<file path="src/rtl/i2c_trig_pkg.sv">
package i2c_trig_pkg;

    localparam int ADDR_W = 10;
    localparam int BYTE_W = 8;
    localparam int IDX_W  = 2;
    localparam int BITS_PER_SLOT = BYTE_W + 1;
    localparam int CNT_W  = $clog2(BITS_PER_SLOT + 1);

    typedef enum logic [2:0] {
        TM_START     = 3'd0,
        TM_ADDR_DATA = 3'd1,
        TM_NACK      = 3'd2,
        TM_GCALL     = 3'd3,
        TM_PREAMBLE  = 3'd4
    } trig_mode_e;

    typedef enum logic [1:0] {
        AF_SEVEN     = 2'd0,
        AF_SEVEN_SUB = 2'd1,
        AF_TEN       = 2'd2,
        AF_RSVD      = 2'd3
    } addr_fmt_e;

    typedef struct packed {
        logic scl_rise;
        logic scl_fall;
        logic start;
        logic stop;
    } bus_evt_t;

    typedef struct packed {
        logic              done;
        logic [BYTE_W-1:0] value;
        logic              ack_n;
        logic [IDX_W-1:0]  idx;
    } byte_evt_t;

    function automatic logic bits_match(input logic [ADDR_W-1:0] got,
                                        input logic [ADDR_W-1:0] want,
                                        input logic [ADDR_W-1:0] care);
        return ((got ^ want) & care) == '0;
    endfunction

    function automatic logic is_preamble(input logic [BYTE_W-1:0] b);
        return (b == 8'h01) || (b[7:3] == 5'b00001);
    endfunction

endpackage

</file>
<file path="src/rtl/i2c_line_sync.sv">
module i2c_line_sync
    import i2c_trig_pkg::*;
#(
    parameter int STAGES = 2
) (
    input  logic     clk,
    input  logic     rst,
    input  logic     scl_in,
    input  logic     sda_in,
    output bus_evt_t evt,
    output logic     sda_lvl
);

    logic [STAGES-1:0] scl_p, sda_p;
    logic [STAGES-1:0] scl_nx, sda_nx;
    logic              scl_q, sda_q;
    logic              scl_s, sda_s;

    generate
        if (STAGES == 1) begin : g_one
            assign scl_nx = scl_in;
            assign sda_nx = sda_in;
        end else begin : g_chain
            assign scl_nx = {scl_p[STAGES-2:0], scl_in};
            assign sda_nx = {sda_p[STAGES-2:0], sda_in};
        end
    endgenerate

    always_ff @(posedge clk) begin
        if (rst) begin
            scl_p <= '1;
            sda_p <= '1;
            scl_q <= 1'b1;
            sda_q <= 1'b1;
        end else begin
            scl_p <= scl_nx;
            sda_p <= sda_nx;
            scl_q <= scl_s;
            sda_q <= sda_s;
        end
    end

    assign scl_s = scl_p[STAGES-1];
    assign sda_s = sda_p[STAGES-1];

    always_comb begin
        evt.scl_rise = scl_s & ~scl_q;
        evt.scl_fall = ~scl_s & scl_q;
        evt.start    = scl_s & scl_q & ~sda_s & sda_q;
        evt.stop     = scl_s & scl_q & sda_s & ~sda_q;
    end

    assign sda_lvl = sda_s;

endmodule

</file>
<file path="src/rtl/i2c_frame_track.sv">
module i2c_frame_track
    import i2c_trig_pkg::*;
(
    input  logic      clk,
    input  logic      rst,
    input  bus_evt_t  evt,
    input  logic      sda_lvl,
    output byte_evt_t bev
);

    logic              active;
    logic [CNT_W-1:0]  bit_cnt;
    logic [IDX_W-1:0]  byte_idx;
    logic [BYTE_W-1:0] shreg;
    logic              ack_n;
    logic              slot_end;

    assign slot_end = active && evt.scl_fall && !evt.start && !evt.stop
                      && (bit_cnt == CNT_W'(BITS_PER_SLOT));

    always_ff @(posedge clk) begin
        if (rst) begin
            active   <= 1'b0;
            bit_cnt  <= '0;
            byte_idx <= '0;
            shreg    <= '0;
            ack_n    <= 1'b0;
        end else if (evt.start) begin
            active   <= 1'b1;
            bit_cnt  <= '0;
            byte_idx <= '0;
        end else if (evt.stop) begin
            active   <= 1'b0;
            bit_cnt  <= '0;
            byte_idx <= '0;
        end else if (active) begin
            if (evt.scl_rise && bit_cnt < CNT_W'(BITS_PER_SLOT)) begin
                if (bit_cnt < CNT_W'(BYTE_W))
                    shreg <= {shreg[BYTE_W-2:0], sda_lvl};
                else
                    ack_n <= sda_lvl;
                bit_cnt <= bit_cnt + 1'b1;
            end else if (slot_end) begin
                bit_cnt <= '0;
                if (byte_idx != '1)
                    byte_idx <= byte_idx + 1'b1;
            end
        end
    end

    always_comb begin
        bev.done  = slot_end;
        bev.value = shreg;
        bev.ack_n = ack_n;
        bev.idx   = byte_idx;
    end

    a_r4_bit_count_bounded: assert property (@(posedge clk) disable iff (rst)
        bit_cnt <= CNT_W'(BITS_PER_SLOT));

    a_r3_start_clears_counts: assert property (@(posedge clk) disable iff (rst)
        evt.start |=> (bit_cnt == '0 && byte_idx == '0));

    a_r3_stop_clears_counts: assert property (@(posedge clk) disable iff (rst)
        (evt.stop && !evt.start) |=> (bit_cnt == '0 && byte_idx == '0 && !bev.done));

endmodule

</file>
<file path="src/rtl/i2c_evt_match.sv">
module i2c_evt_match
    import i2c_trig_pkg::*;
(
    input  logic              clk,
    input  logic              rst,
    input  bus_evt_t          evt,
    input  byte_evt_t         bev,
    input  logic [2:0]        mode_sel,
    input  logic [1:0]        fmt_sel,
    input  logic [ADDR_W-1:0] addr_val,
    input  logic [ADDR_W-1:0] addr_care,
    input  logic [BYTE_W-1:0] sub_val,
    input  logic [BYTE_W-1:0] sub_care,
    input  logic [BYTE_W-1:0] data_val,
    input  logic [BYTE_W-1:0] data_care,
    output logic              trig_o
);

    localparam int PAD7 = ADDR_W - 7;
    localparam int PAD8 = ADDR_W - BYTE_W;
    localparam int PAD2 = ADDR_W - 2;

    trig_mode_e       mode;
    addr_fmt_e        fmt;
    logic             lo7_ok, ten_hi_ok, ten_lo_ok, sub_ok, data_ok, first_ok;
    logic             hdr_ok;
    logic [IDX_W-1:0] data_slot;
    logic             addr_hit;
    logic             trig_d;

    assign mode = trig_mode_e'(mode_sel);
    assign fmt  = addr_fmt_e'(fmt_sel);

    always_comb begin
        lo7_ok    = bits_match({{PAD7{1'b0}}, bev.value[7:1]},
                               {{PAD7{1'b0}}, addr_val[6:0]},
                               {{PAD7{1'b0}}, addr_care[6:0]});
        ten_hi_ok = (bev.value[7:3] == 5'b11110) &&
                    bits_match({{PAD2{1'b0}}, bev.value[2:1]},
                               {{PAD2{1'b0}}, addr_val[9:8]},
                               {{PAD2{1'b0}}, addr_care[9:8]});
        ten_lo_ok = bits_match({{PAD8{1'b0}}, bev.value},
                               {{PAD8{1'b0}}, addr_val[7:0]},
                               {{PAD8{1'b0}}, addr_care[7:0]});
        sub_ok    = bits_match({{PAD8{1'b0}}, bev.value},
                               {{PAD8{1'b0}}, sub_val},
                               {{PAD8{1'b0}}, sub_care});
        data_ok   = bits_match({{PAD8{1'b0}}, bev.value},
                               {{PAD8{1'b0}}, data_val},
                               {{PAD8{1'b0}}, data_care});
        case (fmt)
            AF_SEVEN, AF_SEVEN_SUB: first_ok = lo7_ok;
            AF_TEN:                 first_ok = ten_hi_ok;
            default:                first_ok = 1'b0;
        endcase
        data_slot = (fmt == AF_SEVEN) ? IDX_W'(1) : IDX_W'(2);
        addr_hit  = bev.done && (fmt != AF_RSVD) && (bev.idx == data_slot)
                    && hdr_ok && data_ok;
    end

    always_ff @(posedge clk) begin
        if (rst || evt.start || evt.stop) begin
            hdr_ok <= 1'b0;
        end else if (bev.done) begin
            if (bev.idx == '0)
                hdr_ok <= first_ok;
            else if (bev.idx == IDX_W'(1) && fmt == AF_SEVEN_SUB)
                hdr_ok <= hdr_ok & sub_ok;
            else if (bev.idx == IDX_W'(1) && fmt == AF_TEN)
                hdr_ok <= hdr_ok & ten_lo_ok;
        end
    end

    always_comb begin
        case (mode)
            TM_START:     trig_d = evt.start;
            TM_ADDR_DATA: trig_d = addr_hit;
            TM_NACK:      trig_d = bev.done && bev.ack_n;
            TM_GCALL:     trig_d = bev.done && bev.idx == '0 && bev.value == '0;
            TM_PREAMBLE:  trig_d = bev.done && bev.idx == '0 && is_preamble(bev.value);
            default:      trig_d = 1'b0;
        endcase
    end

    always_ff @(posedge clk) begin
        if (rst) trig_o <= 1'b0;
        else     trig_o <= trig_d;
    end

    a_r1_quiet_after_reset: assert property (@(posedge clk) disable iff (rst)
        $past(rst) |-> !trig_o);

    a_r13_single_pulse: assert property (@(posedge clk) disable iff (rst)
        trig_o |=> !trig_o);

    a_r12_reserved_mode_quiet: assert property (@(posedge clk) disable iff (rst)
        trig_o |-> ($past(mode_sel) <= 3'd4));

    a_r9_nack_needs_high_ack: assert property (@(posedge clk) disable iff (rst)
        (trig_o && $past(mode_sel) == 3'd2) |-> $past(bev.ack_n));

    a_r5_addr_hit_needs_header: assert property (@(posedge clk) disable iff (rst)
        (trig_o && $past(mode_sel) == 3'd1) |-> $past(hdr_ok));

endmodule

</file>
<file path="src/rtl/i2c_evt_trig.sv">
module i2c_evt_trig
    import i2c_trig_pkg::*;
#(
    parameter int SYNC_STAGES = 2
) (
    input  logic              clk,
    input  logic              rst,
    input  logic              scl_in,
    input  logic              sda_in,
    input  logic [2:0]        mode_sel,
    input  logic [1:0]        fmt_sel,
    input  logic [ADDR_W-1:0] addr_val,
    input  logic [ADDR_W-1:0] addr_care,
    input  logic [BYTE_W-1:0] sub_val,
    input  logic [BYTE_W-1:0] sub_care,
    input  logic [BYTE_W-1:0] data_val,
    input  logic [BYTE_W-1:0] data_care,
    output logic              trig_o
);

    bus_evt_t  evt;
    byte_evt_t bev;
    logic      sda_lvl;

    i2c_line_sync #(.STAGES(SYNC_STAGES)) u_sync (
        .clk     (clk),
        .rst     (rst),
        .scl_in  (scl_in),
        .sda_in  (sda_in),
        .evt     (evt),
        .sda_lvl (sda_lvl)
    );

    i2c_frame_track u_track (
        .clk     (clk),
        .rst     (rst),
        .evt     (evt),
        .sda_lvl (sda_lvl),
        .bev     (bev)
    );

    i2c_evt_match u_match (
        .clk       (clk),
        .rst       (rst),
        .evt       (evt),
        .bev       (bev),
        .mode_sel  (mode_sel),
        .fmt_sel   (fmt_sel),
        .addr_val  (addr_val),
        .addr_care (addr_care),
        .sub_val   (sub_val),
        .sub_care  (sub_care),
        .data_val  (data_val),
        .data_care (data_care),
        .trig_o    (trig_o)
    );

endmodule

</file>
<file path="config.mk">
export PLATFORM = sky130hd
export DESIGN_NAME = i2c_evt_trig
export DESIGN_NICKNAME = d
export VERILOG_FILES = /design/src/rtl/i2c_trig_pkg.sv /design/src/rtl/i2c_line_sync.sv /design/src/rtl/i2c_frame_track.sv /design/src/rtl/i2c_evt_match.sv /design/src/rtl/i2c_evt_trig.sv
export SDC_FILE = /design/constraint.sdc
export NUM_CORES = 1
export LEC_CHECK = 0
export ABC_CLOCK_PERIOD_IN_PS = 1710
export BUFFER_PORTS_ARGS = -buffer_cell sky130_fd_sc_hd__buf_2
export CAP_MARGIN = 20
export CORE_MARGIN = 5
export CORE_UTILIZATION = 40
export CTS_BUF_LIST = sky130_fd_sc_hd__clkbuf_4 sky130_fd_sc_hd__clkbuf_8
export DETAILED_ROUTE_END_ITERATION = 10
export PLACE_DENSITY_LB_ADDON = 0.15
export SLEW_MARGIN = 5
export SYNTH_ARGS = -nofsm -noshare
export SYNTH_HDL_FRONTEND = slang
export SYNTH_SLANG_ARGS = --single-unit
export TNS_END_PERCENT = 5
</file>
<file path="constraint.sdc">
create_clock -name clk -period 1.71 [get_ports clk]
set_input_delay 0.2565 -clock clk [delete_from_list [all_inputs] [get_ports clk]]
set_output_delay 0.2565 -clock clk [all_outputs]
set_load 0.005 [all_outputs]
</file>
-- After elaboration in Yosys (flattened, before gate mapping)
Index checks and enable logic that the tools add are counted.
- register bits: 24
- bits of input ports: 61
- output and inout bits: 1
- logic and storage cells: 106
- $add $sub $neg: 2
- $lt $le $gt $ge: 2
- eq/ne operators: 14
- mux-type cells: 10
- bitwise gates (word level): 27
- reductions and logical operators: 40
- operators with widths (operator ; number):
    zero test 10 bit ; 5
    AND 10 x 8 -> 10 bit ; 3
    XOR 8 bit ; 3
    logical AND 1 bit ; 16
    AND 10 x 2 -> 10 bit ; 1
    AND 10 x 7 -> 10 bit ; 1
    AND reduction 5 bit ; 2
    AND 1 bit ; 9
    equality test 8 x 1 -> 1 bit, second input constant ; 1
    zero test 8 bit ; 1
    less-than comparator 4 bit, second input constant ; 2
    2-to-1 mux 4 bit ; 2
    inverter 1 bit ; 8
    XOR 7 bit ; 1
    equality test 3 x 2 -> 1 bit, second input constant ; 2
    equality test 5 x 1 -> 1 bit, second input constant ; 1
    equality test 5 bit, second input constant ; 1
    2-to-1 mux 1 bit ; 5
    one-hot mux 1 bit (5 select lines) ; 1
    adder 4 x 1 -> 4 bit, second input constant ; 1
    equality test 2 x 1 -> 1 bit, second input constant ; 2
    equality test 4 bit, second input constant ; 1
    zero test 2 bit ; 2
    inequality test 2 bit, second input constant ; 2
    other kinds (17) ; 22

-- Longest topological paths before layout
Gate-level depths: netlist (run 1).
- depth in word-level cells: 12
- mapped depth: 7

-- By module
A second synthesis (run 1) with hierarchy kept.
- cells, all modules: 194
- area total of the unflattened synthesis: 1705.4 µm²
- modules (own cells, without submodules) (module ; times used ; cells each ; area each (µm²) ; sequential area each (µm²)):
    i2c_evt_match ; 1 ; 98 ; 769.5 ; 40.0
    i2c_frame_track ; 1 ; 80 ; 745.7 ; 320.3
    i2c_line_sync ; 1 ; 16 ; 190.2 ; 120.1

-- Least setup slack after synthesis (run 1)
Ideal clock, no wire load.
- path kind: reg-to-reg
- start: register u_track.bit_cnt[1]
- end: register u_match.trig_o
- library setup time: 74 ps
- arrival: 1583 ps
- path slack: 52 ps
- stages on the path, launching flop included: 8
- path buffers: 0
- cells stage by stage: dfxtp_1 -> inv_1 -> ha_1 -> nand4b_2 -> nor3b_4 -> nand2_2 -> or4_1 -> a31oi_1
- cells in the longest elaborated chain, start to end: 7
- elaborated cells on any way between the ends: 11
- those cells by class: 1 x eq/ne; 1 x mux; 9 x reduce/logical
- RTL lines (item ; RTL line ; text):
    start: declaration ; i2c_frame_track.sv:12 ; logic [CNT_W-1:0] bit_cnt;
    start signal: assignment ; i2c_frame_track.sv:42 ; bit_cnt <= bit_cnt + 1'b1;
    equality test 4 bit (*) ; i2c_frame_track.sv:19 ; && (bit_cnt == CNT_W'(BITS_PER_SLOT));
    logical AND 1 bit (*) ; i2c_frame_track.sv:19 ;
    logical AND 1 bit (2 in series) ; i2c_evt_match.sv:57 ; addr_hit = bev.done && (fmt != AF_RSVD) && (bev.idx == data_slot)
    logical AND 1 bit (2 in series) ; i2c_evt_match.sv:58 ; && hdr_ok && data_ok;
    one-hot mux 1 bit (5 select lines) (*) ; i2c_evt_match.sv:75 ; case (mode)
    end signal: assignment ; i2c_evt_match.sv:87 ; else trig_o <= trig_d;
    end: declaration ; i2c_evt_match.sv:16 ; output logic trig_o
Every way passes the cells marked *; elsewhere a longest branch is shown, timed or not.
A chain may end at the register's enable or synchronous reset.

-- Worst setup path after layout (run 1)
- start: register u_track.bit_cnt[0]
- end: register u_match.trig_o
Same word-level chain as after synthesis.

==> impl_results.md, run 1 <==
- Ys async rst share: 0
- Antenna violations before repair: 0
- Die Width: around 74 µm
- Cell area after synthesis: around 1600 µm²
- IO Count: 62
- Hold crit path type: in -> reg
- Clock sink count: 24
- Top-count cell post-synth: xor2_1
- Synth top cells by count: xor2_1 (35), dfxtp_1 (24), nand2_1 (22)
- DR iter-0 viols: around 150
- Layout area overhead: 33.36%
- Area share of and/or/nand/nor cells after synthesis: 0.2257
- Storage cell area: 484.2 µm²
- Max Fclk: between 500 and 600 MHz
- DRC: 0
- Synth top area share: 0.2958
- Synth Area in XOR/XNOR: 0.1995
- Clk_lat worst skew: about 0.27 ns
- Total chip power: about 0.0012 W
- Fin. Hold Viols: 0
- Flops & latches, synth: 24
- Area of the multi-input gates: roughly 1100 µm²
- Setup crit start kind: flop
- Run status: finished, final reports clean
- Post-synthesis mux area share: 0.01233
- Sw frac: 0.2162
- Post-Syn Area per Cell: approximately 8.5 µm²
- Max-slew violation count: 0
- Crit path DAT: 1.87 ns
- Synth Warn #: 0
- Total of max-cap violations: 0
- Synth Area in Compound Gates: 0.1764
- Pint: between 0.0009 and 0.001 W
- Remaining antenna violation count: 0
- Vias in the first global route: 1628
- Maximum VDD drop: 0.4808 mV
- Clk pwr share: 0.397
- Die Ht: between 70 and 80 µm
- Leak: approximately 1.0 nW
- EDFF count, synth: 0
- GPL Wtd Cong: between 0.8 and 0.9
- Worst path required time: roughly 1.9 ns
- Final net count: 329
- Combinational family with the most area after synthesis: simple AND/OR/NAND/NOR gates
- Setup CP Type: reg -> reg
- Site Rows: 23
- P_sw: approximately 0.00027 W
- Core box area: 3971 µm²
- Synth Net Count: between 200 and 300
- Fin crit share: 0.9776
- DR WL/cell: 14.64 µm
- Initial Util: 0.4089
- Largest net degree at the start of global routing: 18
- Synthesized netlist cell count: 191
- Combinational power share: 0.144
- Register area share after synthesis: 0.2958
- Vias per cell: about 5.2
- Total wire length: about 4600 µm
- CTS clk-pin slew, worst paths: ~0.080 ns
- Power density cells: between 500 and 600 nW/µm²
- DIE AREA: 5435 µm²
- Share of cells above drive strength 1: 0.3831
- Setup violations, final: 0
- Vias: 1627
- Top cell type by total area after synthesis: dfxtp_1
- CP endpoint kind: flop
- Headroom to the max-slew limit: 0.7023
- First-pass GRT wire length: about 7500 µm
- Antenna diodes: 0
- Seq pwr share: 0.459
- RSZ-0062 raised after global routing: true
- Port buffer count: a little over 60
- Adder-cell share of the synthesized area: 0.04622
- DRT Pass-1 Iters: 4
- Worst Max-Slew Pin Slew: 0.4458 ns
- Main synth FF type: dfxtp_1
- Total CTS buffers: 3
- Overall Global Routing Usage: 0.1732
- Fillers: 381
- CTS H-tree lvls: 1
- Root Buffer: clkbuf_8
- CTS tree: yes
- Setup_tns: 0 ns
- Skew final: about 0.003 ns
- Grt ovf: 0
- Leading post-synthesis cells by cell area: dfxtp_1 (30%), xor2_1 (19%), nand2_1 (5.1%)
- Crit Path Max Fanout: 4
- Fin crit period: 1.672 ns
- Maximum clock path buffer count: 2
- Unique cell type count in the Yosys netlist: 43
- Detailed placement HPWL: about 3600 µm
cell families after synthesis:
kind of cell	after synthesis
AOI/OAI and AO/OA	41
DFF	24
adders and majority gates	6
and+or+nand+nor	64
muxes	2
buffers and inverters	17
xor gates and xnor gates	37
path summary, 6_finish.rpt:
| check | startpoint | endpoint | slack [ns] | cells after the start |
|---|---|---|---|---|
| setup / recovery | u_track.bit_cnt[0] | u_match.trig_o | 0.04 | 6 |
| hold / removal | sda_in | u_sync.sda_p[0] | 0.17 | 2 |
| setup reg to reg | u_track.bit_cnt[0] | u_match.trig_o | 0.04 | 6 |
| hold reg to reg | u_sync.sda_p[0] | u_sync.sda_p[1] | 0.42 | 1 |
cell usage in the layout (no fill, tap or decap), types with 6 or more instances in the layout:
cell     synthesis  final
or2_2            8      8
buf_2            3     61
nor2_1          10     10
xor2_1          35     35
nand2_1         22     22
a22oi_1          6      6
buf_4            1     16
dfxtp_1         24     21
a21oi_1         13     13
sequential cells by signal (all words and copies together), names as in the netlist:
name,count
u_sync.sda_q,1
u_match.trig_o,1
u_sync.scl_q,1
u_track.ack_n,1
u_match.hdr_ok,1
u_track.active,1
u_sync.sda_p,2
u_track.byte_idx,2
u_track.bit_cnt,4
u_track.shreg,8
u_sync.scl_p,2
cell type report:
class,count,share of cell area
Multi-Input combinational cell,150,0.5078
Sequential cell,24,0.2236
Timing Repair Buffer,77,0.1964
Tap cell,50,0.02889
Clock buffer,3,0.01906
Clock inverter,1,0.01386
Inverter,6,0.01040
per-stage QoR:
stage | hold slack, ns | util | setup WS (ns) | instance area [µm²] | instances
5_1_grt | 0.1647 | 0.5454 | -0.06939 | 2166 | 311
3_5_place_dp | 0.4046 | 0.5158 | 0.005660 | 2048 | 305
4_1_cts | 0.1650 | 0.5369 | 0.009302 | 2132 | 309
2_1_floorplan | 0.3259 | - | 0.05242 | 1624 | 191
3_3_place_gp | 0.3907 | 0.5158 | 0.09830 | 2048 | 305
6_report | 0.1668 | 0.5454 | 0.03832 | 2166 | 311
timing repair:
action                                  4_1_cts  5_1_grt
endpoints found under the setup margin        1        4
pin swaps                                     2        3
resized for setup                             4        4
setup buffers                                 0        2
hold buffers                                  0        0
gates cloned                                  0        0
worst max-delay path: stages, from the launching register on:
cell and delay (ns):
dfxtp_2 0.40, ha_4 0.16, nand4b_4 0.10, nor3b_4 0.28, nand2_2 0.08, or4_1 0.40, a31oi_1 0.18
power groups by stage:
stage | logic, W | clock network (W) | registers [W]
final | 0.000180 | 0.000495 | 0.000573
after CTS | 0.000180 | 0.000504 | 0.000573
after global routing | 0.000202 | 0.000532 | 0.000574
after floorplan | 0.0000752 | 0 | 0.000583
after detailed placement | 0.000179 | 0 | 0.000586
after global placement | 0.000178 | 0 | 0.000585
layer usage:
| layer | wire length, µm | vias to the layer above | global-route usage |
|---|---|---|---|
| li1 | - | 814 | - |
| met5 | 0 | - | 0 |
| met2 | 2158 | 46 | 0.2795 |
| met3 | 258 | 7 | 0.04514 |
| met4 | 61 | 0 | 0.02012 |
| met1 | 2073 | 760 | 0.2381 |
(Power assumes the default switching activity.)
==> run 2: changes to the inputs <==
--- a/config.mk
+++ b/config.mk
@@ -13,6 +13,7 @@
 export CTS_BUF_LIST = sky130_fd_sc_hd__clkbuf_4 sky130_fd_sc_hd__clkbuf_8
 export DETAILED_ROUTE_END_ITERATION = 10
 export PLACE_DENSITY_LB_ADDON = 0.15
+export RECOVER_POWER = 100
 export SLEW_MARGIN = 5
 export SYNTH_ARGS = -nofsm -noshare
 export SYNTH_HDL_FRONTEND = slang
==> impl_results.md, run 2 (synthesis gave the netlist of run 1 again) <==
- Detailed placement HPWL: 3568 µm (unchanged)
- CP Buf/Inv Count: 0 (unchanged)
- CTS clk-pin slew, worst paths: 0.08 ns (about the same)
- Hold WS: 0.1672 ns (+0.0003500 ns)
- Share of cells above drive strength 1: 0.3793 (-0.003831)
- Run status: finished, final reports clean
- CTS tree: yes
- Vias in the first global route: 1628 (unchanged)
- CP max stage delay: 0.40 ns (about the same)
- GPL Wtd Cong: 0.8481 (unchanged)
- Clk_lat worst skew: 0.27 ns (about the same)
- Setup CP Type: reg -> reg
- Root Buffer: clkbuf_8
- Hold-fix buffers, CTS: 0 (unchanged)
- Vias: 1626 (-0.061%)
- Dpl ws: 0.005660 ns (unchanged)
- Crit Path Max Fanout: 4 (unchanged)
- IO Count: 62 (unchanged)
- CTS H-tree lvls: 1 (unchanged)
- Worst Max-Slew Pin Slew: 0.4458 ns (unchanged)
- Site Rows: 23 (unchanged)
- Largest net degree at the start of global routing: 18 (unchanged)
- Total chip power: 0.001247 W (about the same)
- Fin crit period: 1.672 ns (+0.00006770 ns)
- Antenna diodes: 0 (unchanged)
- Hold crit path type: in -> reg
- Top reg by flops: u_track.shreg
- Clock sink count: 24 (unchanged)
- Fin crit share: 0.9776 (about the same)
- Max-slew violation count: 0 (unchanged)
- Setup violations, final: 0 (unchanged)
- DRT Pass-1 Iters: 5 (+1)
- Grt ovf: 0 (unchanged)
- Maximum clock path buffer count: 2 (unchanged)
- Worst path required time: 1.91 ns (about the same)
- Vias per cell: 5.228 (about the same)
- Dpl cells: 305 (unchanged)
- Final net count: 329 (unchanged)
- Total CTS buffers: 3 (unchanged)
- Setup_tns: 0 ns (unchanged)
- Layout area overhead: 33.28% (about the same)
- Skew final: 0.003110 ns (+0.0001853 ns)
- First-pass GRT wire length: 7521 µm (unchanged)
- Setup crit start kind: flop
- Port buffer count: 61 (unchanged)
- Power density cells: 576.3 nW/µm² (about the same)
- Die Width: 73.72 µm (unchanged)
- DR iter-0 viols: 153 (unchanged)
- Final Non-Filler Cells: 311 (unchanged)
- Commonest non-fill, non-tap cell in the layout: buf_2
- Maximum VDD drop: 0.4797 mV (-0.24%)
- RSZ-0062 raised after global routing: true
- Slowest-stage cell, CP: dfxtp_2
- Max Fclk: 598.2 MHz (about the same)
- Delay-heaviest family, CP: simple AND/OR/NAND/NOR gates
- Hold Path Depth: 2 (unchanged)
- Crit path DAT: 1.87 ns (about the same)
- Overall Global Routing Usage: 0.1732 (unchanged)
- R2R cell count: 6 (unchanged)
- Die Ht: 73.72 µm (unchanged)
- Remaining antenna violation count: 0 (unchanged)
- CP endpoint kind: flop
- Leading cell types in the layout, fill and taps excluded: buf_2 (60), xor2_1 (35), nand2_1 (22)
- Headroom to the max-slew limit: 0.7023 (unchanged)
- Initial Util: 0.4089 (unchanged)
- Worst path cell trace: ha_4 -> nand4b_4 -> nor3b_4 -> nand2_2 -> or4_1 -> a31oi_1
- Total wire length: 4548 µm (about the same)
- Total of max-cap violations: 0 (unchanged)
- Number of cells on the critical path: 6 (unchanged)
- Core box area: 3971 µm² (unchanged)
- DR WL/cell: 14.62 µm (about the same)
- Largest regs: u_track.shreg: 8 flops, u_track.bit_cnt: 4 flops
- Fin. Hold Viols: 0 (unchanged)
- DIE AREA: 5435 µm² (unchanged)
- Final WS setup: 0.03825 ns (-0.00006770 ns)
- Max FFs per register: 8 (unchanged)
- Fillers: 381 (unchanged)
- Antenna violations before repair: 0 (unchanged)
- Leak: 1.024 nW (-0.27%)
- DRC: 0 (unchanged)
## run 2: worst paths after layout
kind / start / to / slack, ns
setup / recovery: u_track.bit_cnt[0] / u_match.trig_o / 0.04
hold / removal: sda_in / u_sync.sda_p[0] / 0.17
setup reg to reg: u_track.bit_cnt[0] / u_match.trig_o / 0.04
hold reg to reg: u_sync.sda_p[0] / u_sync.sda_p[1] / 0.42
## run 2: stage by stage
stage / instance area (µm²) / utilization
final: 2165 / 0.5451
after global routing: 2165 / 0.5451
after CTS: 2132 / 0.5369
after detailed placement: 2048 / 0.5158
after global placement: 2048 / 0.5158
after floorplan: 1624 / -
## run 2: where the power goes
group / internal, W / switching, W / total, W
Clock: 0.000313 / 0.000182 / 0.000495
Combinational: 0.0000995 / 0.0000805 / 0.000180
Sequential: 0.000566 / 0.00000702 / 0.000573
## run 2: layout make-up
cell class / instances / area, µm² / share of cell area
Multi-Input combinational cell: 150 / 1100 / 0.5081
Sequential cell: 24 / 484.2 / 0.2237
Timing Repair Buffer: 77 / 424.2 / 0.1960
Tap cell: 50 / 62.56 / 0.02890
Clock buffer: 3 / 41.29 / 0.01908
Clock inverter: 1 / 30.03 / 0.01387
Inverter: 6 / 22.52 / 0.01040
## run 2: per-layer routing
layer	track usage	part of all wire	routed length, µm
met1	0.2381	0.46	2084
met5	0	0	0
met4	0.02012	0.013	61
met2	0.2795	0.47	2155
met3	0.04514	0.054	245
## run 2: timing repair
action                                  4_1_cts  5_1_grt
buffers inserted                              0        2
resized for setup                             4        4
pin swaps                                     2        3
endpoints found under the setup margin        1        4
gates cloned                                  0        0
==> run 3: changes to the inputs <==
--- a/config.mk
+++ b/config.mk
@@ -5,12 +5,13 @@
 export SDC_FILE = /design/constraint.sdc
 export NUM_CORES = 1
 export LEC_CHECK = 0
-export ABC_CLOCK_PERIOD_IN_PS = 1710
+export ABC_CLOCK_PERIOD_IN_PS = 1600
 export BUFFER_PORTS_ARGS = -buffer_cell sky130_fd_sc_hd__buf_2
 export CAP_MARGIN = 20
 export CORE_MARGIN = 5
-export CORE_UTILIZATION = 40
+export CORE_UTILIZATION = 51
 export CTS_BUF_LIST = sky130_fd_sc_hd__clkbuf_4 sky130_fd_sc_hd__clkbuf_8
+export CTS_CLUSTER_DIAMETER = 80
 export DETAILED_ROUTE_END_ITERATION = 10
 export PLACE_DENSITY_LB_ADDON = 0.15
 export RECOVER_POWER = 100
==> constraint.sdc (replaced) <==
create_clock -name clk -period 1.6 [get_ports clk]
set_input_delay 0.24 -clock clk [delete_from_list [all_inputs] [get_ports clk]]
set_output_delay 0.24 -clock clk [all_outputs]
set_load 0.005 [all_outputs]
==> impl_results.md, run 3 (synthesis gave the netlist of run 1 again) <==
- Total of max-cap violations: 0 (unchanged)
- Vias per cell: 5.248 (+0.38%)
- DR WL/cell: 13.66 µm (-6.6%)
- Vias in the first global route: 1566 (-3.8%)
- FF-to-FF End: u_match.trig_o
- DP Area: 2101 µm² (+2.6%)
- Top reg by flops: u_track.shreg
- Hold crit path type: in -> reg
- Initial Util: 0.5320 (+0.1230)
- Maximum clock path buffer count: 2 (unchanged)
- Grt ovf: 0 (unchanged)
- RSZ-0062 raised after global routing: true
- Setup violations, final: 0 (unchanged)
- Core box area: 3053 µm² (-23%)
- Crit path DAT: 1.85 ns (-0.02 ns)
- Vias: 1648 (+1.4%)
- Layout area overhead: 35.98%
- CTS tree: yes
- CP endpoint: u_match.trig_o
- CTS clk-pin slew, worst paths: 0.13 ns (+0.05 ns)
- Maximum VDD drop: 0.5927 mV (+24%)
- CTS H-tree lvls: 1 (unchanged)
- Leading cell types in the layout, fill and taps excluded: buf_2 (60), xor2_1 (35), nand2_1 (22), buf_4 (22), dfxtp_1 (20)
- Hold-fix buffers, CTS: 0 (unchanged)
- Max Fclk: 626.5 MHz (+4.7%)
- DR iter-0 viols: 86 (-44%)
- Crit Path Max Fanout: 4 (unchanged)
- Total wire length: 4289 µm (-5.7%)
- Root Buffer: clkbuf_4
- Site Rows: 20 (-13%)
- GPL Wtd Cong: 0.8461 (-0.24%)
- Largest net degree at the start of global routing: 18 (unchanged)
- Total CTS buffers: 3 (unchanged)
- Setup CP Type: reg -> reg
- Remaining antenna violation count: 0 (unchanged)
- Finished layout cell area: 2208 µm² (+2.0%)
- Max-slew violation count: 0 (unchanged)
- Detailed placement HPWL: 3403 µm (-4.6%)
- Antenna violations before repair: 0 (unchanged)
- DIE AREA: 4413 µm² (-19%)
- Run status: finished, final reports clean
- Setup crit start: u_track.bit_cnt[1]
- Headroom to the max-slew limit: 0.7418 (+0.03953)
- Leak: 1.055 nW (+3.0%)
- Max FFs per register: 8 (unchanged)
- Die Width: 66.43 µm (-9.9%)
- Skew final: 0.002136 ns (-0.0009735 ns)
- Hold WS: 0.09811 ns (-0.06908 ns)
- Commonest non-fill, non-tap cell in the layout: buf_2
- Clock sink count: 24 (unchanged)
- Final net count: 338 (+2.7%)
- Share of cells above drive strength 1: 0.4037 (+0.02439)
- Power density cells: 565.0 nW/µm² (-2.0%)
- Die Ht: 66.43 µm (-9.9%)
- Worst Max-Slew Pin Slew: 0.3873 ns (-0.05847 ns)
- Util after Layout: 0.7234 (+0.1783)
- Setup crit start kind: flop
- Antenna diodes: 0 (unchanged)
- Fin crit period: 1.596 ns (-0.07546 ns)
- Fin. Hold Viols: 0 (unchanged)
- R2R cell count: 7 (+1)
- IO Count: 62 (unchanged)
- Worst reg2reg setup slack: 0.004 ns (-0.03 ns)
- Worst path required time: 1.85 ns (-0.06 ns)
- Overall Global Routing Usage: 0.1981 (+0.02492)
- DRC: 0 (unchanged)
- Largest regs: u_track.shreg: 8 flops, u_track.bit_cnt: 4 flops
- Port buffer count: 61 (unchanged)
- DRT Pass-1 Iters: 4 (-1)
- Fin crit share: 0.9977 (+0.02005)
- Total chip power: 0.001248 W (about the same)
- Critical R2R Launch: u_track.bit_cnt[1]
- Setup_tns: 0 ns (unchanged)
- CP endpoint kind: flop
- First-pass GRT wire length: 6872 µm (-8.6%)
- Clk_lat worst skew: 0.32 ns (+0.05 ns)
## run 3: cell types whose count changed in the layout (fill, tap and decap cells not counted), sizes merged
| cell | delta |
|---|---|
| clkbuf | +3 |
| buf | +6 |
## run 3: routing by layer
metal | GRT usage | up-vias | share of wire
met5 | 0 | - | 0
met4 | 0.02792 | 0 | 0.0061
met3 | 0.03912 | 2 | 0.048
met2 | 0.3247 | 39 | 0.48
met1 | 0.2725 | 769 | 0.47
li1 | - | 838 | -
## run 3: repair_timing
action | in CTS | in global routing
endpoints found under the setup margin | 1 | 6
pin swaps | 3 | 5
buffers inserted | 2 | 1
resized for setup | 7 | 4
## run 3: critical path, cell delays in order, from the launching register on
cell	delay [ns]
dfxtp_2	0.35
inv_2	0.07
ha_4	0.13
nand4b_4	0.10
nor3b_4	0.25
nand2_2	0.07
or4_1	0.39
a31oi_1	0.18
## run 3: area by class of cell
class,count,area (µm²)
multi-input combinational,150,1111
fill,263,844.6
sequential,24,485.5
timing repair buffer,86,481.7
tap,44,55.05
clock inverter,1,30.03
clock buffer,3,22.52
inverter,6,22.52
## run 3: through the flow
stage	setup slack [ns]	std cells
after floorplan	-0.03251	191
after global placement	0.03618	307
after detailed placement	-0.01920	307
after CTS	-0.01524	313
after global routing	-0.1090	314
final	0.003708	314
## run 3: worst min path at each step
stage	cells past startpoint	to	from
6_report	2	u_sync.sda_p[0]	sda_in
2_1_floorplan	1	u_match.trig_o	rst
3_5_place_dp	1	u_sync.sda_p[1]	u_sync.sda_p[0]
3_3_place_gp	1	u_sync.scl_p[1]	u_sync.scl_p[0]
5_1_grt	2	u_sync.sda_p[0]	sda_in
4_1_cts	2	u_sync.sda_p[0]	sda_in
## run 3: power breakdown
group / total, W / internal, W / switching, W / leakage [nW]
Combinational: 0.000198 / 0.000110 / 0.0000881 / 0.830
Clock: 0.000438 / 0.000253 / 0.000185 / 0.0279
Sequential: 0.000612 / 0.000605 / 0.00000629 / 0.197
